## config.mk

```make
export PLATFORM = sky130hd
export DESIGN_NAME = i2c_reg_rx
export DESIGN_NICKNAME = d
export VERILOG_FILES = /design/src/rtl/i2c_reg_rx.sv
export SDC_FILE = /design/constraint.sdc
export NUM_CORES = 1
export LEC_CHECK = 0
export CAP_MARGIN = 20
export CORE_MARGIN = 3
export CORE_UTILIZATION = 50
export DETAILED_ROUTE_END_ITERATION = 12
export PLACE_DENSITY = 0.76
export SLEW_MARGIN = 5
export SYNTH_ARGS = -nofsm -noshare
export SYNTH_HDL_FRONTEND = slang
export SYNTH_SLANG_ARGS = --single-unit
export TNS_END_PERCENT = 1
```

## constraint.sdc

```tcl
create_clock -name clk -period 2 [get_ports clk]
set_input_delay 0.4 -clock clk [delete_from_list [all_inputs] [get_ports clk]]
set_output_delay 0.4 -clock clk [all_outputs]
set_load 0.01 [all_outputs]
```

## src/rtl/i2c_reg_rx.sv

```systemverilog
module i2c_reg_rx #(
  parameter logic [6:0] DEV_ADDR      = 7'h2A,
  parameter logic [7:0] REG_ADDR      = 8'h41,
  parameter int         FILTER_LENGTH = 3
) (
  input  logic       clk,
  input  logic       rst_n,
  input  logic       scl_i,
  input  logic       sda_i,
  output logic       sda_pull,
  output logic       wr_strobe,
  output logic [7:0] wr_addr,
  output logic [7:0] wr_data
);

  localparam int CW = $clog2(FILTER_LENGTH + 1);
  localparam logic [CW-1:0] CMAX = CW'(FILTER_LENGTH - 1);

  typedef enum logic [1:0] {S_IDLE, S_DEV, S_SUB, S_DATA} st_t;

  logic [1:0]    scl_sy, sda_sy;
  logic          scl_f, sda_f, scl_d, sda_d;
  logic [CW-1:0] scl_cnt, sda_cnt;
  st_t           st;
  logic [3:0]    bitcnt;
  logic [7:0]    shreg;
  logic [7:0]    sub_q;

  wire scl_s    = scl_sy[1];
  wire sda_s    = sda_sy[1];
  wire scl_rise = scl_f & ~scl_d;
  wire scl_fall = ~scl_f & scl_d;
  wire start_det = scl_f & scl_d & sda_d & ~sda_f;
  wire stop_det  = scl_f & scl_d & ~sda_d & sda_f;
  wire dev_ok   = (shreg[7:1] == DEV_ADDR) && !shreg[0];

  always_ff @(posedge clk or negedge rst_n)
    if (!rst_n) begin
      scl_sy <= 2'b11;
      sda_sy <= 2'b11;
    end else begin
      scl_sy <= {scl_sy[0], scl_i};
      sda_sy <= {sda_sy[0], sda_i};
    end

  always_ff @(posedge clk or negedge rst_n)
    if (!rst_n) begin
      scl_f   <= 1'b1;
      scl_cnt <= '0;
    end else if (scl_s == scl_f) begin
      scl_cnt <= '0;
    end else if (scl_cnt == CMAX) begin
      scl_f   <= scl_s;
      scl_cnt <= '0;
    end else begin
      scl_cnt <= scl_cnt + 1'b1;
    end

  always_ff @(posedge clk or negedge rst_n)
    if (!rst_n) begin
      sda_f   <= 1'b1;
      sda_cnt <= '0;
    end else if (sda_s == sda_f) begin
      sda_cnt <= '0;
    end else if (sda_cnt == CMAX) begin
      sda_f   <= sda_s;
      sda_cnt <= '0;
    end else begin
      sda_cnt <= sda_cnt + 1'b1;
    end

  always_ff @(posedge clk or negedge rst_n)
    if (!rst_n) begin
      scl_d <= 1'b1;
      sda_d <= 1'b1;
    end else begin
      scl_d <= scl_f;
      sda_d <= sda_f;
    end

  always_ff @(posedge clk or negedge rst_n)
    if (!rst_n) begin
      st        <= S_IDLE;
      bitcnt    <= '0;
      shreg     <= '0;
      sub_q     <= '0;
      sda_pull  <= 1'b0;
      wr_strobe <= 1'b0;
      wr_addr   <= '0;
      wr_data   <= '0;
    end else begin
      wr_strobe <= 1'b0;
      if (start_det) begin
        st       <= S_DEV;
        bitcnt   <= '0;
        sda_pull <= 1'b0;
      end else if (stop_det) begin
        st       <= S_IDLE;
        bitcnt   <= '0;
        sda_pull <= 1'b0;
      end else if (st != S_IDLE) begin
        if (scl_rise && bitcnt < 4'd8) begin
          shreg  <= {shreg[6:0], sda_f};
          bitcnt <= bitcnt + 4'd1;
        end else if (scl_fall && bitcnt == 4'd8) begin
          case (st)
            S_DEV:
              if (dev_ok) begin
                sda_pull <= 1'b1;
                bitcnt   <= 4'd9;
              end else begin
                st     <= S_IDLE;
                bitcnt <= '0;
              end
            S_SUB:
              if (shreg == REG_ADDR) begin
                sda_pull <= 1'b1;
                sub_q    <= shreg;
                bitcnt   <= 4'd9;
              end else begin
                st     <= S_IDLE;
                bitcnt <= '0;
              end
            default: begin
              sda_pull  <= 1'b1;
              bitcnt    <= 4'd9;
              wr_strobe <= 1'b1;
              wr_data   <= shreg;
              wr_addr   <= sub_q;
            end
          endcase
        end else if (scl_fall && bitcnt == 4'd9) begin
          sda_pull <= 1'b0;
          bitcnt   <= '0;
          case (st)
            S_DEV:   st <= S_SUB;
            S_SUB:   st <= S_DATA;
            default: st <= S_IDLE;
          endcase
        end
      end
    end

  a_r9_pull_moves_scl_low: assert property (@(posedge clk) disable iff (!rst_n)
    !$stable(sda_pull) |-> !scl_f);

  a_r9_pull_after_fall: assert property (@(posedge clk) disable iff (!rst_n)
    $rose(sda_pull) |-> $past(scl_fall));

  a_r3_stop_releases: assert property (@(posedge clk) disable iff (!rst_n)
    stop_det |=> (!sda_pull && !wr_strobe));

  a_r2_scl_filter: assert property (@(posedge clk) disable iff (!rst_n)
    !$stable(scl_f) |-> ($past(scl_s) == scl_f));

  a_r2_sda_filter: assert property (@(posedge clk) disable iff (!rst_n)
    !$stable(sda_f) |-> ($past(sda_s) == sda_f));

  a_r6_strobe_single: assert property (@(posedge clk) disable iff (!rst_n)
    wr_strobe |=> !wr_strobe);

  a_r6_strobe_addr: assert property (@(posedge clk) disable iff (!rst_n)
    wr_strobe |-> (wr_addr == REG_ADDR && sda_pull));

endmodule

```

# ---- Yosys cells after proc, flatten, opt, wreduce, memory -nomap -nowiden
# Cells that the tools add are included.
dict set report totals {
  inputBits 4
  reg_bits 52
  elab_cells 109
}
dict set report op_classes {
  n_mux 38
  bitwise 17
  order_cmp 1
  n_reduce_logical 18
  addsub 3
  eq_ne 16
}
# cell n
set op_table {}
lappend op_table {{4-bit two-way mux} 8}
lappend op_table {{2-bit two-way mux} 12}
lappend op_table {{5-bit != test, second input constant} 4}
lappend op_table {{1-bit two-way mux} 14}
lappend op_table {{6-bit AND reduction} 2}
lappend op_table {{1-bit inverter} 10}
lappend op_table {{4-bit equality test, second input constant} 2}
lappend op_table {{8-bit by 7-bit equality test with 1-bit output, second input constant} 1}
lappend op_table {{2-bit one-hot mux with 2 select lines} 2}
lappend op_table {{4-bit one-hot mux with 2 select lines} 1}
lappend op_table {{1-bit bitwise AND} 7}
lappend op_table {{7-bit by 6-bit equality test with 1-bit output, second input constant} 1}
lappend op_table {{7-bit AND reduction} 1}
lappend op_table {{2-bit equality test, second input constant} 3}
lappend op_table {{2-bit AND reduction} 3}
lappend op_table {{5-bit by 3-bit != test with 1-bit output, second input constant} 1}
lappend op_table {{5-bit AND reduction} 1}
lappend op_table {{5-bit nonzero test} 1}
lappend op_table {{2-bit by 1-bit adder with 2-bit output, second input constant} 2}
lappend op_table {{4-bit by 1-bit adder with 4-bit output, second input constant} 1}
lappend op_table {{1-bit logical AND} 4}
lappend op_table {{4-bit < comparator, second input constant} 1}
lappend op_table {{4-bit AND reduction} 1}
lappend op_table {{4-bit nonzero test} 1}
lappend op_table {{8 further kinds} 9}

# ---- Logic depth before layout (Yosys ltp)
dict set report depth {
  ltp_word 9
  ltp_mapped 7
  mapped_depth_nobuf 6
}

# ---- Worst setup path before layout
# No wires, ideal clock.
dict set report synth_timing {
  path_kind {reg-to-reg}
  startpoint {register bitcnt[0]}
  endpoint {register wr_addr[0]}
  period_less_slack_ns 1.899
  t_arrival_ns 1.774
  path_slack_ns 0.101
  setup_time_ns 0.125
  path_stages_with_launch 8
  path_cell_list {dfrtp_1 -> inv_1 -> ha_1 -> inv_1 -> or3_4 -> nor2_8 -> buf_8 -> mux2_4}
}
dict set report synth_via {
  elab_chain_cells 4
  word_cells_on_any_way 6
}
# element line
set synth_lines {}
lappend synth_lines {{from (decl)} 25} ;# logic [3:0] bitcnt;
lappend synth_lines {{from (signal assigned)} 104} ;# bitcnt <= bitcnt + 4'd1;
lappend synth_lines {{4-bit < comparator} 102} ;# if (scl_rise && bitcnt < 4'd8) begin
lappend synth_lines {{1-bit logical AND} 102}
lappend synth_lines {{1-bit inverter (no line)} -}
lappend synth_lines {{6-bit AND reduction (no line) (*)} -}
lappend synth_lines {{to (signal assigned)} 129} ;# wr_addr <= sub_q;
lappend synth_lines {{to (decl)} 12} ;# output logic [7:0] wr_addr,
# Every way passes the cells marked *; elsewhere a longest branch is shown, timed or not.
# A chain may end at the register's enable or synchronous reset.

# ---- Worst setup path after layout
dict set report layout_timing {
  startpoint {register bitcnt[1]}
  endpoint {register wr_addr[7]}
}
# Same word-level chain as after synthesis.

==> qor.txt <==
Worst-path clk slew: 0.10 ns
largest net degree at the start of global routing: 53
static leakage: 1.227 nW
hold crit path type: input port to asynchronous set/reset pin
Min Clock Period, post-route: 1.896 ns
clock buffer depth: 2
Rows: 23
Synthesis Warnings: 0
synthesized area: 2221 sq um
Worst-Skew Late Latency: 0.31 ns
Final nets: 200
buffers and inverters on the worst path: 3
first-pass GRT wire length: 6.555 mm
Primary FF master, synth: dfrtp_1
status: completed
initial antenna violation count: 0
unrepaired setup endpoints after global routing: no
root buffer cell: clkbuf_8
FF+latch count, synth: 52
combinational power share: 20.4%
P&R area growth vs syn: 20.84%
gpl congestion: 0.8454
Sw Ratio: 30.54%
period utilization: 94.80%
CP peak stage delay: 0.42 ns
post-synth cell types: 42
Slew @ Worst Pin: 0.6315 ns
Clk pwr share: 25.0%
Final ANT Viol Nets: 0
DRT Pass-1 Iters: 4
Worst Setup End Kind: flop
PwrDens: 925.7 nW/um^2
post-synthesis mux area share: 15.15%
Post-Syn Instances: 153
Synth async-reset ratio: 100.0%
Routed WL: 3.891 mm
Iter 0 DRT Violations: 52
fin util: 64.76%
placed insts: 230
largest family of logic cells by synthesized area: multiplexers
DIE AREA: 5277 sq um
Final Skew: 0.004022 ns
Residual DRC: 0
# diodes: 0
Post-synth EDFFs: 0
Non-Filler Instances: 241
switching pwr: 0.7588 mW
max capacitance violation total: 0
Reg area: 1311 sq um
die width: 72.65 um
Die Ht: 72.65 um
cts bufs inserted: 5
total core area: 4144 sq um
share of cells above drive strength 1: 33.51%
CP Launch Type: flop
sequential area share after synthesis: 59.04%
final hold viol count: 0
Setup CP Type: flop to flop
CP most frequent cell: inv_1
Worst Path Required: 2.20 ns
total stage count of the critical path: 7
CP Cell Sequence: inv_1, ha_2, inv_1, or3_4, nor2_8, buf_12, mux2_2
Setup TNS: 0 ns
Slew Limit Fails: 0
Buffers on Ports: 21
Filler cells: 305
Synth Area in Compound Gates: 4.845%
Total GRT Usage: 16.12%
final hold slack: 0.1784 ns
Reg power frac: 54.5%
area of the multi-input gates: 883.3 sq um
simple logic cell fraction of the synthesized area: 13.92%
Slew HR: 57.90%
Synthesized Nets: 163
via/cell ratio: 5.527
Final Instance Area: 2684 sq um
WP data arrival: 2.09 ns
hpwl dp: 2.629 mm
worst vdd ir: 0.0006157 V
Worst Reg-to-Reg Cells: 7
Avg Cell Area, Syn: 14.52 sq um
family with the most delay on the worst path: simple AND/OR/NAND/NOR gates
CTS H-tree depth: 2
Initial Util: 53.59%
io pins: 22
post-synthesis xor/xnor area fraction: 1.577%
Clock Sinks: 52
slowest CP cell: or3_4
final setup violation count: 0
CTS Hold Buffers Added: 0
vias: 1332
CTS tree: yes
Adder-Cell Fraction of Synth Area: 3.380%
DR WL/cell: 16.15 um
number of global-route vias before repair: 1369
GRT overflow: 0
Power Internal: 1.726 mW
placed cell area: 2529 sq um
CP max FO: 9
max frequency: 527.4 MHz
-- registers in the layout, indices dropped and copies added, names as in the netlist --
signal	count
sda_pull	1
scl_f	1
st	2
scl_d	1
shreg	8
sda_cnt	2
bitcnt	4
sda_d	1
sub_q	8
scl_sy	2
sda_f	1
wr_strobe	1
scl_cnt	2
sda_sy	2
wr_addr	8
wr_data	8
-- per-layer routing --
layer  track usage [%]  share of wire [%]  up-vias
li1                  -                  -      620
met1             21.64                 46      676
met2             25.85                 49       24
met3             4.683                3.2       12
met4             4.098                2.0        0
met5                 0                  0        -
-- cell usage after synthesis (all sizes together), types with 2 or more instances --
library cell / count / area share [%]
or4b: 2 / 0.90
mux2: 26 / 15
dfrtp: 44 / 50
nand2: 4 / 0.68
nand2b: 3 / 0.85
buf: 2 / 0.90
dfstp: 8 / 9.5
nor2: 6 / 1.7
a21oi: 2 / 0.45
nand3: 2 / 0.45
inv: 7 / 1.2
nor4: 2 / 0.56
nor2b: 2 / 0.56
nor3: 3 / 0.68
o211ai: 2 / 0.68
ha: 6 / 3.4
xnor2: 3 / 1.2
nor4bb: 2 / 0.90
and3: 2 / 0.56
nor3b: 2 / 0.68
and2: 6 / 1.7
-- cells in the final DEF (no fill, tap or decap), drive strengths merged, types with 2 or more instances in the layout --
cell type / n
dfstp: 8
nand2b: 3
o211ai: 2
mux2: 26
or4b: 2
nor3b: 2
nor4bb: 2
clkbuf: 5
clkdlybuf4s50: 20
nor2: 6
xnor2: 3
nor2b: 2
inv: 8
dfrtp: 44
buf: 12
nor4: 2
ha: 6
a21oi: 2
nand3: 2
and2: 6
nand2: 4
and3: 2
nor3: 3
-- cell type report --
cell class	instances	area share, %
Sequential cell	52	48.86
Multi-Input combinational cell	92	32.91
Timing Repair Buffer	32	11.33
Clock buffer	5	2.564
Tap cell	50	2.331
Clock inverter	3	1.026
Inverter	7	0.9790
-- per-stage QoR --
stage	worst slack, ns	power, mW
after floorplan	0.1007	1.671
final	0.1041	2.484
after global placement	0.05521	1.806
after global routing	0.01831	2.630
after detailed placement	-0.0001643	1.852
after CTS	0.06428	2.480
-- worst paths after layout --
path                            from         end  slack, ns
max                        bitcnt[1]  wr_addr[7]       0.10
min                            rst_n   bitcnt[3]       0.18
min reg2reg                scl_sy[0]   scl_sy[1]       0.37
max in group asynchronous      rst_n  wr_data[4]       1.39
min in group clk           scl_sy[0]   scl_sy[1]       0.37
max reg2reg                bitcnt[1]  wr_addr[7]       0.10
-- timing repair --
item / 4_1_cts / 5_1_grt
hold endpoints to repair: 0 / 0
resized for setup: 0 / 5
pin swaps: 1 / 1
setup endpoints to repair: 7 / 16
setup buffers: 3 / 0
-- power by group through the flow --
stage | Combinational, mW | Sequential, mW | Clock [mW]
3_3_place_gp | 0.452 | 1.35 | 0
5_1_grt | 0.563 | 1.38 | 0.686
3_5_place_dp | 0.481 | 1.37 | 0
6_report | 0.507 | 1.35 | 0.622
4_1_cts | 0.483 | 1.35 | 0.646
2_1_floorplan | 0.335 | 1.34 | 0
-- logic make-up after synthesis --
kind of cell	count (synthesis)
AOI/OAI and AO/OA	13
xor gates and xnor gates	4
adders and majority gates	6
buffers and inverters	9
DFF	52
muxes	27
and+or+nand+nor	42
Note: power is estimated with default switching activity, not from simulation.
